### src/rtl/irq_pkg.sv
package irq_pkg;

  localparam int IRQ_SUB_MAX = 4;

  // Present sub-sources of each vector entry; zero marks a reserved entry.
  function automatic logic [IRQ_SUB_MAX-1:0] sub_mask(input int vec);
    case (vec)
      4:                         sub_mask = 4'b0011;
      5:                         sub_mask = 4'b0111;
      6, 7:                      sub_mask = 4'b1111;
      0, 1, 2, 3,
      8, 9, 10, 11, 12, 13, 14, 15,
      18, 28, 29:                sub_mask = 4'b0001;
      default:                   sub_mask = 4'b0000;
    endcase
  endfunction

  // Register word indices (byte offset divided by four).
  localparam int IDX_NMI_SEL = 32;
  localparam int IDX_SW_REQ  = 33;

endpackage

### src/rtl/irq_sync.sv
module irq_sync #(
  parameter int WIDTH  = 128,
  parameter int STAGES = 2
) (
  input  logic             clk,
  input  logic             rst,
  input  logic [WIDTH-1:0] din,
  output logic [WIDTH-1:0] dout
);

  logic [WIDTH-1:0] chain [STAGES];

  genvar s;
  generate
    for (s = 0; s < STAGES; s++) begin : g_stage
      if (s == 0) begin : g_first
        always_ff @(posedge clk) begin
          if (rst) chain[0] <= '0;
          else     chain[0] <= din;
        end
      end else begin : g_next
        always_ff @(posedge clk) begin
          if (rst) chain[s] <= '0;
          else     chain[s] <= chain[s-1];
        end
      end
    end
  endgenerate

  assign dout = chain[STAGES-1];

endmodule

### src/rtl/irq_combine.sv
module irq_combine #(
  parameter int NUM_VEC = 32,
  parameter int SUB_W   = irq_pkg::IRQ_SUB_MAX
) (
  input  logic [NUM_VEC*SUB_W-1:0] sync_lines,
  output logic [NUM_VEC*SUB_W-1:0] id_bits,
  output logic [NUM_VEC-1:0]       hw_vec
);

  genvar v;
  generate
    for (v = 0; v < NUM_VEC; v++) begin : g_vec
      localparam logic [SUB_W-1:0] MASK = irq_pkg::sub_mask(v);
      logic [SUB_W-1:0] live;
      assign live                     = sync_lines[v*SUB_W +: SUB_W] & MASK;
      assign id_bits[v*SUB_W +: SUB_W] = live;
      assign hw_vec[v]                = |live;
    end
  endgenerate

endmodule

### src/rtl/irq_regs.sv
module irq_regs #(
  parameter int NUM_VEC = 32,
  parameter int SUB_W   = irq_pkg::IRQ_SUB_MAX,
  parameter int DATA_W  = 32,
  parameter int ADDR_W  = 8,
  parameter int SEL_W   = 5
) (
  input  logic                     clk,
  input  logic                     rst,
  input  logic                     reg_wr,
  input  logic                     reg_rd,
  input  logic [ADDR_W-1:0]        reg_addr,
  input  logic [DATA_W-1:0]        reg_wdata,
  input  logic [NUM_VEC*SUB_W-1:0] id_bits,
  output logic [DATA_W-1:0]        reg_rdata,
  output logic [NUM_VEC-1:0]       sw_req,
  output logic [SEL_W-1:0]         nmi_sel
);

  localparam int IDX_W = ADDR_W - 2;
  localparam logic [IDX_W-1:0] IDX_NMI = IDX_W'(irq_pkg::IDX_NMI_SEL);
  localparam logic [IDX_W-1:0] IDX_SW  = IDX_W'(irq_pkg::IDX_SW_REQ);

  logic [IDX_W-1:0]  idx;
  logic [DATA_W-1:0] rd_val;
  logic              hit_sw;
  logic              hit_nmi;

  assign idx     = reg_addr[ADDR_W-1:2];
  assign hit_sw  = (idx == IDX_SW);
  assign hit_nmi = (idx == IDX_NMI);

  // Software request bits toggle where a 1 is written.
  always_ff @(posedge clk) begin
    if (rst)                  sw_req <= '0;
    else if (reg_wr && hit_sw) sw_req <= sw_req ^ reg_wdata[NUM_VEC-1:0];
  end

  always_ff @(posedge clk) begin
    if (rst)                   nmi_sel <= '0;
    else if (reg_wr && hit_nmi) nmi_sel <= reg_wdata[SEL_W-1:0];
  end

  always_comb begin
    rd_val = '0;
    if (hit_sw) begin
      rd_val[NUM_VEC-1:0] = sw_req;
    end else if (hit_nmi) begin
      rd_val[SEL_W-1:0] = nmi_sel;
    end else begin
      for (int v = 0; v < NUM_VEC; v++) begin
        if (idx == IDX_W'(v)) rd_val[SUB_W-1:0] = id_bits[v*SUB_W +: SUB_W];
      end
    end
  end

  always_ff @(posedge clk) begin
    if (rst)         reg_rdata <= '0;
    else if (reg_rd) reg_rdata <= rd_val;
    else             reg_rdata <= '0;
  end

endmodule

### src/rtl/irq_gather_ctrl.sv
module irq_gather_ctrl #(
  parameter int NUM_VEC     = 32,
  parameter int DATA_W      = 32,
  parameter int ADDR_W      = 8,
  parameter int SYNC_STAGES = 2,
  localparam int SUB_W      = irq_pkg::IRQ_SUB_MAX,
  localparam int LINES      = NUM_VEC * SUB_W,
  localparam int SEL_W      = $clog2(NUM_VEC)
) (
  input  logic              clk,
  input  logic              rst,
  input  logic [LINES-1:0]  src_req,
  input  logic              reg_wr,
  input  logic              reg_rd,
  input  logic [ADDR_W-1:0] reg_addr,
  input  logic [DATA_W-1:0] reg_wdata,
  output logic [DATA_W-1:0] reg_rdata,
  output logic [NUM_VEC-1:0] irq_out,
  output logic              nmi_out
);

  logic [LINES-1:0]   sync_lines;
  logic [LINES-1:0]   id_bits;
  logic [NUM_VEC-1:0] hw_vec;
  logic [NUM_VEC-1:0] sw_req_q;
  logic [SEL_W-1:0]   nmi_sel_q;

  irq_sync #(.WIDTH(LINES), .STAGES(SYNC_STAGES)) u_sync (
    .clk  (clk),
    .rst  (rst),
    .din  (src_req),
    .dout (sync_lines)
  );

  irq_combine #(.NUM_VEC(NUM_VEC), .SUB_W(SUB_W)) u_combine (
    .sync_lines (sync_lines),
    .id_bits    (id_bits),
    .hw_vec     (hw_vec)
  );

  irq_regs #(
    .NUM_VEC(NUM_VEC), .SUB_W(SUB_W), .DATA_W(DATA_W),
    .ADDR_W(ADDR_W), .SEL_W(SEL_W)
  ) u_regs (
    .clk       (clk),
    .rst       (rst),
    .reg_wr    (reg_wr),
    .reg_rd    (reg_rd),
    .reg_addr  (reg_addr),
    .reg_wdata (reg_wdata),
    .id_bits   (id_bits),
    .reg_rdata (reg_rdata),
    .sw_req    (sw_req_q),
    .nmi_sel   (nmi_sel_q)
  );

  // Both operands come straight from flops: one gate level to the pins.
  assign irq_out = hw_vec | sw_req_q;
  assign nmi_out = irq_out[nmi_sel_q];

endmodule

### config.mk
export PLATFORM = sky130hd
export DESIGN_NAME = irq_gather_ctrl
export DESIGN_NICKNAME = d
export VERILOG_FILES = /design/src/rtl/irq_pkg.sv /design/src/rtl/irq_sync.sv /design/src/rtl/irq_combine.sv /design/src/rtl/irq_regs.sv /design/src/rtl/irq_gather_ctrl.sv
export SDC_FILE = /design/constraint.sdc
export NUM_CORES = 1
export LEC_CHECK = 0
export BUFFER_PORTS_ARGS = -buffer_cell sky130_fd_sc_hd__buf_4
export CAP_MARGIN = 20
export CORE_ASPECT_RATIO = 1.5
export CORE_UTILIZATION = 40
export DETAILED_ROUTE_END_ITERATION = 7
export PLACE_DENSITY = 0.71
export SLEW_MARGIN = 20
export SYNTH_ARGS = -nofsm -noshare
export SYNTH_HDL_FRONTEND = slang
export SYNTH_HIERARCHICAL = 1
export SYNTH_SLANG_ARGS = --single-unit
### constraint.sdc
create_clock -name clk -period 2.3 [get_ports clk]
set_input_delay 0.46 -clock clk [delete_from_list [all_inputs] [get_ports clk]]
set_output_delay 0.46 -clock clk [all_outputs]
set_load 0.03 [all_outputs]
==> flow_metrics.tcl, run 1 <==
set metrics [dict create \
    crit_required_ps 1840 \
    crit_path_max_fanout 2 \
    ir_drop_mv 0.6133 \
    cts_buffers 17 \
    drive_gt1_share_pct 34.67 \
    gr-total-overflow 0 \
    regArea_mm2 0.002502 \
    netlist_instances 854 \
    h-tree-depth 4 \
    critPathCaptureType "output port" \
    finClkSkew_ps 11.17 \
    antenna_found_initial 0 \
    ant_nets 0 \
    dp_hpwl_mm 14.25 \
    drtIter0Drc 210 \
    hold_ws_ps 252.4 \
    worstPathArrival_ps 2540 \
    grt_max_degree 94 \
    insertion_delay_ps 420 \
    avgViaCountPerCell 4.604 \
    placed_area_mm2 0.008501 \
    worstPathCellList "or4_4 -> or2_4 -> mux2_4 -> a31oi_1 -> nand3_1 -> o311a_4 -> buf_6" \
    max_freq_mhz 332.8 \
    pwr_density_cell_mw_per_mm2 619.9 \
    status "finished, violations left" \
    synth_area_mm2 0.007645 \
    area_growth_pct 19.26 \
    cts_tree "yes" \
    vias 5755 \
    cp_top_family "simple AND/OR/NAND/NOR gates" \
    cp_slowest_cell "or4_4" \
    dieWidth_um 114.9 \
    nets 1157 \
    fin_area_mm2 0.009117 \
    syn_area_per_cell_um2 8.952 \
    grt_use_total_pct 19.42 \
    die_height_um 171.3 \
    start_util_pct 41.05 \
    fillers 1833 \
    dieArea_mm2 0.01968 \
    cts-root-buf "clkbuf_16" \
    drt_wl_total_mm 18.35 \
    hold_violations 0 \
    startpoint "u_sync/chain[1][26]" \
    n_antenna_cell 0 \
    period_share_pct 130.6 \
    fin_ws_ps -704.4 \
    cp.buffers_inverters 1 \
    ioPinCount 237 \
    grt_pass1_wl_mm 28.99 \
    min_period_ps 3004 \
    clkSinkCount 125 \
    final_max_slew_viol_count 0 \
    cp-start-kind "flip-flop" \
    worstReg2RegStart "u_sync/chain[1][12]" \
    rsz0062_at_grt "yes" \
    port-buffer-count 134 \
    rows 61 \
    violations "setup timing" \
    cts.path.max_buffers 2 \
    core_area_mm2 0.01862 \
    place.gp.congestion 0.8905 \
    critPathKind "reg2out" \
    slowest_delay_ps 580 \
    drv_cap 0 \
    multi_input_area_mm2 0.003975 \
    first_pass_iters 4 \
    drc 0 \
    wl_per_cell_um 14.68 \
    cts_hold_buf 0 \
    min_path_type "in2reg" \
    min_from "src_req[16]" \
    tightest_slew_ps 912.0 \
    yosys_warnings 6 \
    setup_viol 2 \
    p_leak_nw 4.104 \
    grt_pass1_vias 5678 \
    maxSlewHeadroom_pct 39.20 \
    clk_pin_slew_ps 60 \
]
==> worst register-to-register path: stages (launching register included) <==
cell and delay, ps:
dfxtp_1 340, mux4_2 500, a211o_1 330, a211o_1 290, o2111ai_2 100, a41oi_2 190
==> worst paths after layout <==
| path | end | slack, ps | depth (start not counted) |
|---|---|---|---|
| setup / recovery | nmi_out | -700 | 7 |
| setup reg to reg | u_regs/reg_rdata[0] | 410 | 5 |
| hold reg to reg | u_sync/chain[1][26] | 430 | 1 |
| hold / removal | u_sync/chain[0][16] | 250 | 2 |
==> layer usage <==
| layer | track usage [%] | share of wire (%) | up-vias | wire length [µm] |
|---|---|---|---|---|
| met5 | 0 | 0 | - | 0 |
| met4 | 11.29 | 4.7 | 0 | 862 |
| met3 | 4.792 | 5.1 | 43 | 938 |
| met2 | 34.89 | 52 | 166 | 9604 |
| met1 | 20.32 | 38 | 2655 | 6941 |
| li1 | - | - | 2891 | - |
==> final cells by class <==
type                    count  area share, %
inverters                  10         0.4117
well taps                 252          3.458
flip-flops and latches    125          27.45
multi-input cells         611          43.60
repair buffers            220          18.65
clock inverters            15          1.770
clock buffers              17          4.666
==> power by group <==
part | total, mW | switching [mW] | internal [mW] | leakage [nW]
clock network | 2.64 | 1.03 | 1.61 | 0.289
registers | 2.24 | 0.0226 | 2.22 | 1.02
logic | 0.773 | 0.398 | 0.375 | 2.80
==> per-stage QoR <==
step	TNS [ps]	cells	worst slack [ps]	total power, mW	utilization (%)
CTS	-818.5	1250	-715.9	5.693	48.96
global placement	-1276	1217	-421.2	3.036	45.65
finish	-785.4	1250	-704.4	5.652	48.96
global route	-897.2	1250	-759.2	5.865	48.96
floorplan	-97.92	966	-97.92	2.907	-
detailed placement	-1977	1217	-436.9	3.042	45.65
==> placed cells by master, fill, tap and decap left out, drive strengths merged, types with 7 or more instances in the layout <==
cell type    n
buf        220
dfxtp      125
conb       113
nor2b       62
nor2        62
nand2       52
xor2        32
or2         31
a21oi       29
and2        29
mux2i       23
o21ai       19
clkbuf      17
mux2        16
nor3        14
inv         14
nand3       11
mux4         9
o221ai       8
clkinv       8
o211ai       7
a211oi       7
==> registers in the layout, summed over array words and instances (netlist names) <==
signal,count
u_regs/nmi_sel,5
u_sync/chain,56
u_regs/sw_req,32
u_regs/reg_rdata,32
==> what timing repair did <==
action / in CTS / in global routing
pin swaps: 3 / 1
resized for setup: 6 / 0
endpoints found under the setup margin: 3 / 3
setup buffers: 1 / 0
Note: power is estimated with default switching activity, not from simulation.
==> inputs of run 2 (changes only) <==
--- a/config.mk
+++ b/config.mk
@@ -10,7 +10,7 @@
 export CORE_ASPECT_RATIO = 1.5
 export CORE_UTILIZATION = 40
 export DETAILED_ROUTE_END_ITERATION = 7
-export PLACE_DENSITY = 0.71
+export PLACE_DENSITY = 0.63
 export SLEW_MARGIN = 20
 export SYNTH_ARGS = -nofsm -noshare
 export SYNTH_HDL_FRONTEND = slang
==> run 2 against run 1 <==
Effect of this change: the flow still finishes with violations (setup timing); die area stayed put; setup slack improved by 68 ps; non-clock buffer count fell by 11; first-iteration DRC count down 19%; core utilization fell by 0.17 points; sequential cell count stayed put; worst hold slack got worse by 3.0 ps; sequential power about the same; wire length is 0.47% higher; global-route usage is 0.35 points higher.
==> flow_metrics.tcl, run 2 (synthesis gave the netlist of run 1 again) <==
set metrics [dict create \
    status "finished, violations left" \
    violations "setup timing" \
    period_share_pct 127.7 \
    rsz0062_at_grt "yes" \
    post-cts-setup-buffers 0 \
    ant_nets 0 \
    dieWidth_um 114.9 \
    max_freq_mhz 340.5 \
    avgViaCountPerCell 4.584 \
    p_leak_nw 4.048 \
    grt_pass1_wl_mm 29.32 \
    seq_power_share_pct 40.1 \
    min_period_ps 2937 \
    largest_reg_flops 56 \
    min_from "src_req[116]" \
    final_max_slew_viol_count 0 \
    dp.cells 1207 \
    worstReg2RegStart "u_sync/chain[1][12]" \
    cts-root-buf "clkbuf_16" \
    drive_gt1_share_pct 34.04 \
    p_switching_mw 1.487 \
    start_util_pct 41.05 \
    ir_drop_mv 0.4256 \
    die_height_um 171.3 \
    fin_util_pct 48.78 \
    power_frac_comb_pct 13.8 \
    pwr_density_cell_mw_per_mm2 614.8 \
    hold_depth 2 \
    fillers 1829 \
    cts.path.max_buffers 2 \
    startpoint "u_sync/chain[1][29]" \
    crit_path_max_fanout 2 \
    hold_ws_ps 249.4 \
    rr_worst_depth 5 \
    first_pass_iters 4 \
    largest_registers "u_sync/chain x56, u_regs/reg_rdata x32, u_regs/sw_req x32" \
    clkSinkCount 125 \
    drv_cap 0 \
    setup_viol 1 \
    critPathKind "reg2out" \
    cp-start-kind "flip-flop" \
    dp_hpwl_mm 14.03 \
    clk_pin_slew_ps 60 \
    wl_per_cell_um 14.88 \
    drtIter0Drc 170 \
    dieArea_mm2 0.01968 \
    place.gp.congestion 0.9049 \
    finalNonFillerCells 1239 \
    drc 0 \
    pwr-share-clk_pct 46.1 \
    insertion_delay_ps 420 \
    crit_required_ps 1840 \
    finClkSkew_ps 10.66 \
    drt_wl_total_mm 18.43 \
    h-tree-depth 4 \
    nets 1146 \
    min_path_type "in2reg" \
    regMostFlops "u_sync/chain" \
    swShare_pct 26.62 \
    cts_buffers 17 \
    layout_commonest_cell "buf_4" \
    final_cell_mix "199 x buf_4, 125 x dfxtp_1, 113 x conb_1" \
    critPathCaptureType "output port" \
    ioPinCount 237 \
    cts_tree "yes" \
    tightest_slew_ps 945.5 \
    core_area_mm2 0.01862 \
    port-buffer-count 134 \
    grt_pass1_vias 5661 \
    area_growth_pct 18.84 \
    grt_use_total_pct 19.77 \
    fin_ws_ps -636.6 \
    antenna_found_initial 0 \
    n_antenna_cell 0 \
    hold_violations 0 \
    gr-total-overflow 0 \
    grt_max_degree 94 \
    p_int_mw 4.099 \
    maxSlewHeadroom_pct 36.97 \
    worstPathArrival_ps 2480 \
    fin_area_mm2 0.009085 \
    vias 5679 \
    placed_area_mm2 0.008476 \
    rows 61 \
]
-- run 2: changes by cell type in the layout (fill, tap and decap cells not counted), sizes merged --
| cell | before | now |
|---|---|---|
| buf | 220 | 209 |
| clkinv | 8 | 3 |
| clkinvlp | 1 | 6 |
| bufinv | 2 | 1 |
| clkbuf | 17 | 18 |
-- run 2: cell type report --
class,instances,area [µm²],share of cell area (%)
Inverter,10,37.54,0.4132
Multi-Input combinational cell,611,3995,43.97
Clock buffer,18,429.2,4.724
Timing Repair Buffer,209,1668,18.36
Tap cell,252,315.3,3.471
Clock inverter,14,137.6,1.515
Sequential cell,125,2502,27.54
-- run 2: layer usage --
| metal | global-route usage [%] | up-vias | share of wire, % |
|---|---|---|---|
| met4 | 13.66 | 0 | 5.5 |
| met1 | 21.46 | 2600 | 39 |
| met3 | 4.193 | 55 | 4.7 |
| met2 | 34.10 | 155 | 50 |
| met5 | 0 | - | 0 |
| li1 | - | 2869 | - |
-- run 2: path summary, 6_finish.rpt --
| check | end | slack [ps] |
|---|---|---|
| setup / recovery | nmi_out | -640 |
| hold / removal | u_sync/chain[0][116] | 250 |
| setup reg to reg | u_regs/reg_rdata[0] | 470 |
| hold reg to reg | u_sync/chain[1][12] | 430 |
-- run 2: metrics by stage --
stage / power (mW) / setup slack [ps] / setup TNS (ps)
2_1_floorplan: 2.907 / -97.92 / -97.92
3_3_place_gp: 3.040 / -344.6 / -2835
3_5_place_dp: 3.044 / -380.5 / -3152
4_1_cts: 5.623 / -675.8 / -675.8
5_1_grt: 5.800 / -677.3 / -677.3
6_report: 5.585 / -636.6 / -636.6
-- run 2: what timing repair did --
item	4_1_cts	5_1_grt
resized for setup	8	1
pin swaps	1	0
hold buffers	0	0
endpoints found under the setup margin	3	2
-- run 2: worst max-delay path, stage by stage, from the launching register on --
cell	delay, ps
dfxtp_1	310
or4_4	550
or2_4	250
mux2_4	280
a31oi_4	140
nand3_2	90
o311a_4	310
buf_6	140
-- run 2: power by group through the flow --
stage          registers [mW]  logic (mW)  clock network, mW
6_report                 2.24       0.773               2.57
5_1_grt                  2.24       0.841               2.72
4_1_cts                  2.24       0.770               2.61
3_5_place_dp             2.29       0.757                  0
3_3_place_gp             2.29       0.755                  0
2_1_floorplan            2.28       0.623                  0
==> inputs of run 3 (changes only) <==
==> constraint.sdc (replaced) <==
create_clock -name clk -period 2.7 [get_ports clk]
set_input_delay 0.54 -clock clk [delete_from_list [all_inputs] [get_ports clk]]
set_output_delay 0.54 -clock clk [all_outputs]
set_load 0.03 [all_outputs]
==> run 3 against run 2 <==
Effect of this change: the flow still finishes with violations (setup timing); first-iteration DRC count up 52%; non-clock buffer count is 29 lower; cell count decreased by 2.4%; sequential power is 15% lower; clock skew decreased by 3.8 ps; register-to-register slack improved by 380 ps; critical path depth unchanged; setup slack improved by 310 ps; clock power shrank 4%; sequential cell count unchanged.
==> flow_metrics.tcl, run 3 (synthesis gave the netlist of run 1 again) <==
set metrics [dict create \
    p_total_mw 4.993 \
    grt_use_total_pct 19.03 \
    p_int_mw 3.741 \
    final_cell_mix "177 x buf_4, 124 x dfxtp_1, 113 x conb_1" \
    cp-start-kind "flip-flop" \
    dieArea_mm2 0.01968 \
    hold_violations 0 \
    setup_viol 1 \
    h-tree-depth 4 \
    tns_ps -327.7 \
    p_leak_nw 3.929 \
    seq_power_share_pct 38.2 \
    grt_pass1_vias 5470 \
    antenna_found_initial 0 \
    crit_path_end "nmi_out" \
    layout_commonest_cell "buf_4" \
    hold_ws_ps 337.2 \
    crit_required_ps 2160 \
    p_switching_mw 1.252 \
    cts_buffers 17 \
    n_antenna_cell 0 \
    crit_cells 7 \
    area_growth_pct 15.81 \
    drv_cap 0 \
    min_from "src_req[44]" \
    swShare_pct 25.08 \
    nets 1117 \
    gr-total-overflow 0 \
    slowest_delay_ps 550 \
    core_area_mm2 0.01862 \
    cts_tree "yes" \
    port-buffer-count 134 \
    status "finished, violations left" \
    worstReg2RegStart "u_sync/chain[1][0]" \
    largest_reg_flops 56 \
    final_max_slew_viol_count 0 \
    regMostFlops "u_sync/chain" \
    maxSlewHeadroom_pct 36.94 \
    drive_gt1_share_pct 32.08 \
    die_height_um 171.3 \
    grt_pass1_wl_mm 28.49 \
    drtIter0Drc 258 \
    dp_hpwl_mm 13.27 \
    avgViaCountPerCell 4.557 \
    drc 0 \
    period_share_pct 112.1 \
    critPathCaptureType "output port" \
    ir_drop_mv 0.4195 \
    cts.path.max_buffers 2 \
    first_pass_iters 4 \
    finClkSkew_ps 6.824 \
    clk_pin_slew_ps 60 \
    grt_max_degree 94 \
    fin_util_pct 47.54 \
    dieWidth_um 114.9 \
    cp_slowest_cell "or4_4" \
    fillers 1847 \
    worstReg2RegEnd "u_regs/reg_rdata[0]" \
    worstPathArrival_ps 2490 \
    r2r_slack_ps 850 \
    rsz0062_at_grt "yes" \
    cp_top_family "simple AND/OR/NAND/NOR gates" \
    start_util_pct 41.05 \
    pwr_density_cell_mw_per_mm2 564.0 \
    place_ws_ps -121.9 \
    drt_wl_total_mm 18.09 \
    wl_per_cell_um 14.96 \
    rr_worst_depth 5 \
    tightest_slew_ps 945.8 \
    vias 5510 \
    cts-root-buf "clkbuf_16" \
    place.gp.congestion 0.8700 \
    power_frac_comb_pct 12.3 \
    largest_registers "u_sync/chain x56, u_regs/reg_rdata x32, u_regs/sw_req x32" \
    crit_path_max_fanout 2 \
    fin_ws_ps -327.7 \
    min_period_ps 3028 \
    pwr-share-clk_pct 49.5 \
    insertion_delay_ps 410 \
    critPathKind "reg2out" \
    min_path_type "in2reg" \
    clkSinkCount 125 \
    cp.buffers_inverters 1 \
    violations "setup timing" \
    ant_nets 0 \
    rows 61 \
    startpoint "u_sync/chain[1][29]" \
    worstPathCellList "or4_4 -> or2_4 -> mux2_4 -> a31oi_4 -> nand3_2 -> o311a_1 -> buf_6" \
    max_freq_mhz 330.3 \
    ioPinCount 237 \
]
-- run 3: cell count changes in the layout (fill, tap and decap cells not counted) --
| cell | previous run | this run |
|---|---|---|
| clkinvlp_4 | 6 | 1 |
| o311a_4 | 1 | 0 |
| dfxtp_1 | 125 | 124 |
| buf_12 | 7 | 2 |
| clkinv_4 | 1 | 2 |
| o311a_1 | 0 | 1 |
| clkbuf_1 | 1 | 0 |
| buf_6 | 3 | 1 |
| buf_4 | 199 | 177 |
| inv_6 | 3 | 4 |
| bufinv_16 | 1 | 4 |
| dfxtp_2 | 0 | 1 |
-- run 3: power by group through the flow --
stage          sequential (mW)  combinational, mW  clock [mW]
6_report                  1.91              0.617        2.47
5_1_grt                   1.91              0.668        2.59
4_1_cts                   1.91              0.612        2.53
3_5_place_dp              1.95              0.599           0
3_3_place_gp              1.95              0.599           0
2_1_floorplan             1.95              0.527           0
-- run 3: timing repair --
action                                  CTS  global route
gates cloned                              0             0
hold buffers                              0             0
endpoints found under the setup margin    1             1
pin swaps                                 3             1
buffers inserted                          1             0
gates resized for setup                   8             2
-- run 3: per-layer routing --
layer / global-route usage [%] / part of all wire, %
met2: 32.77 / 50
met4: 9.373 / 3.4
met1: 21.45 / 41
met3: 5.215 / 5.9
met5: 0 / 0
-- run 3: cell type report --
type | count | area (µm²) | share of cell area [%]
Clock buffer | 17 | 425.4 | 4.805
Sequential cell | 125 | 2504 | 28.28
Inverter | 10 | 37.54 | 0.4240
Timing Repair Buffer | 180 | 1380 | 15.59
Multi-Input combinational cell | 611 | 3984 | 45.00
Clock inverter | 14 | 207.7 | 2.346
Tap cell | 252 | 315.3 | 3.561
-- run 3: worst min path at each step --
stage	endpoint	slack (ps)	cells after the start
floorplan	u_sync/chain[1][0]	410	1
global placement	u_sync/chain[1][20]	420	1
detailed placement	u_sync/chain[1][116]	420	1
CTS	u_sync/chain[0][44]	320	2
global route	u_sync/chain[0][0]	330	2
finish	u_sync/chain[0][44]	340	2
-- run 3: through the flow --
stage / instance area (µm²) / instances
2_1_floorplan: 8065 / 966
3_3_place_gp: 8172 / 1177
3_5_place_dp: 8172 / 1177
4_1_cts: 8847 / 1209
5_1_grt: 8853 / 1209
6_report: 8853 / 1209
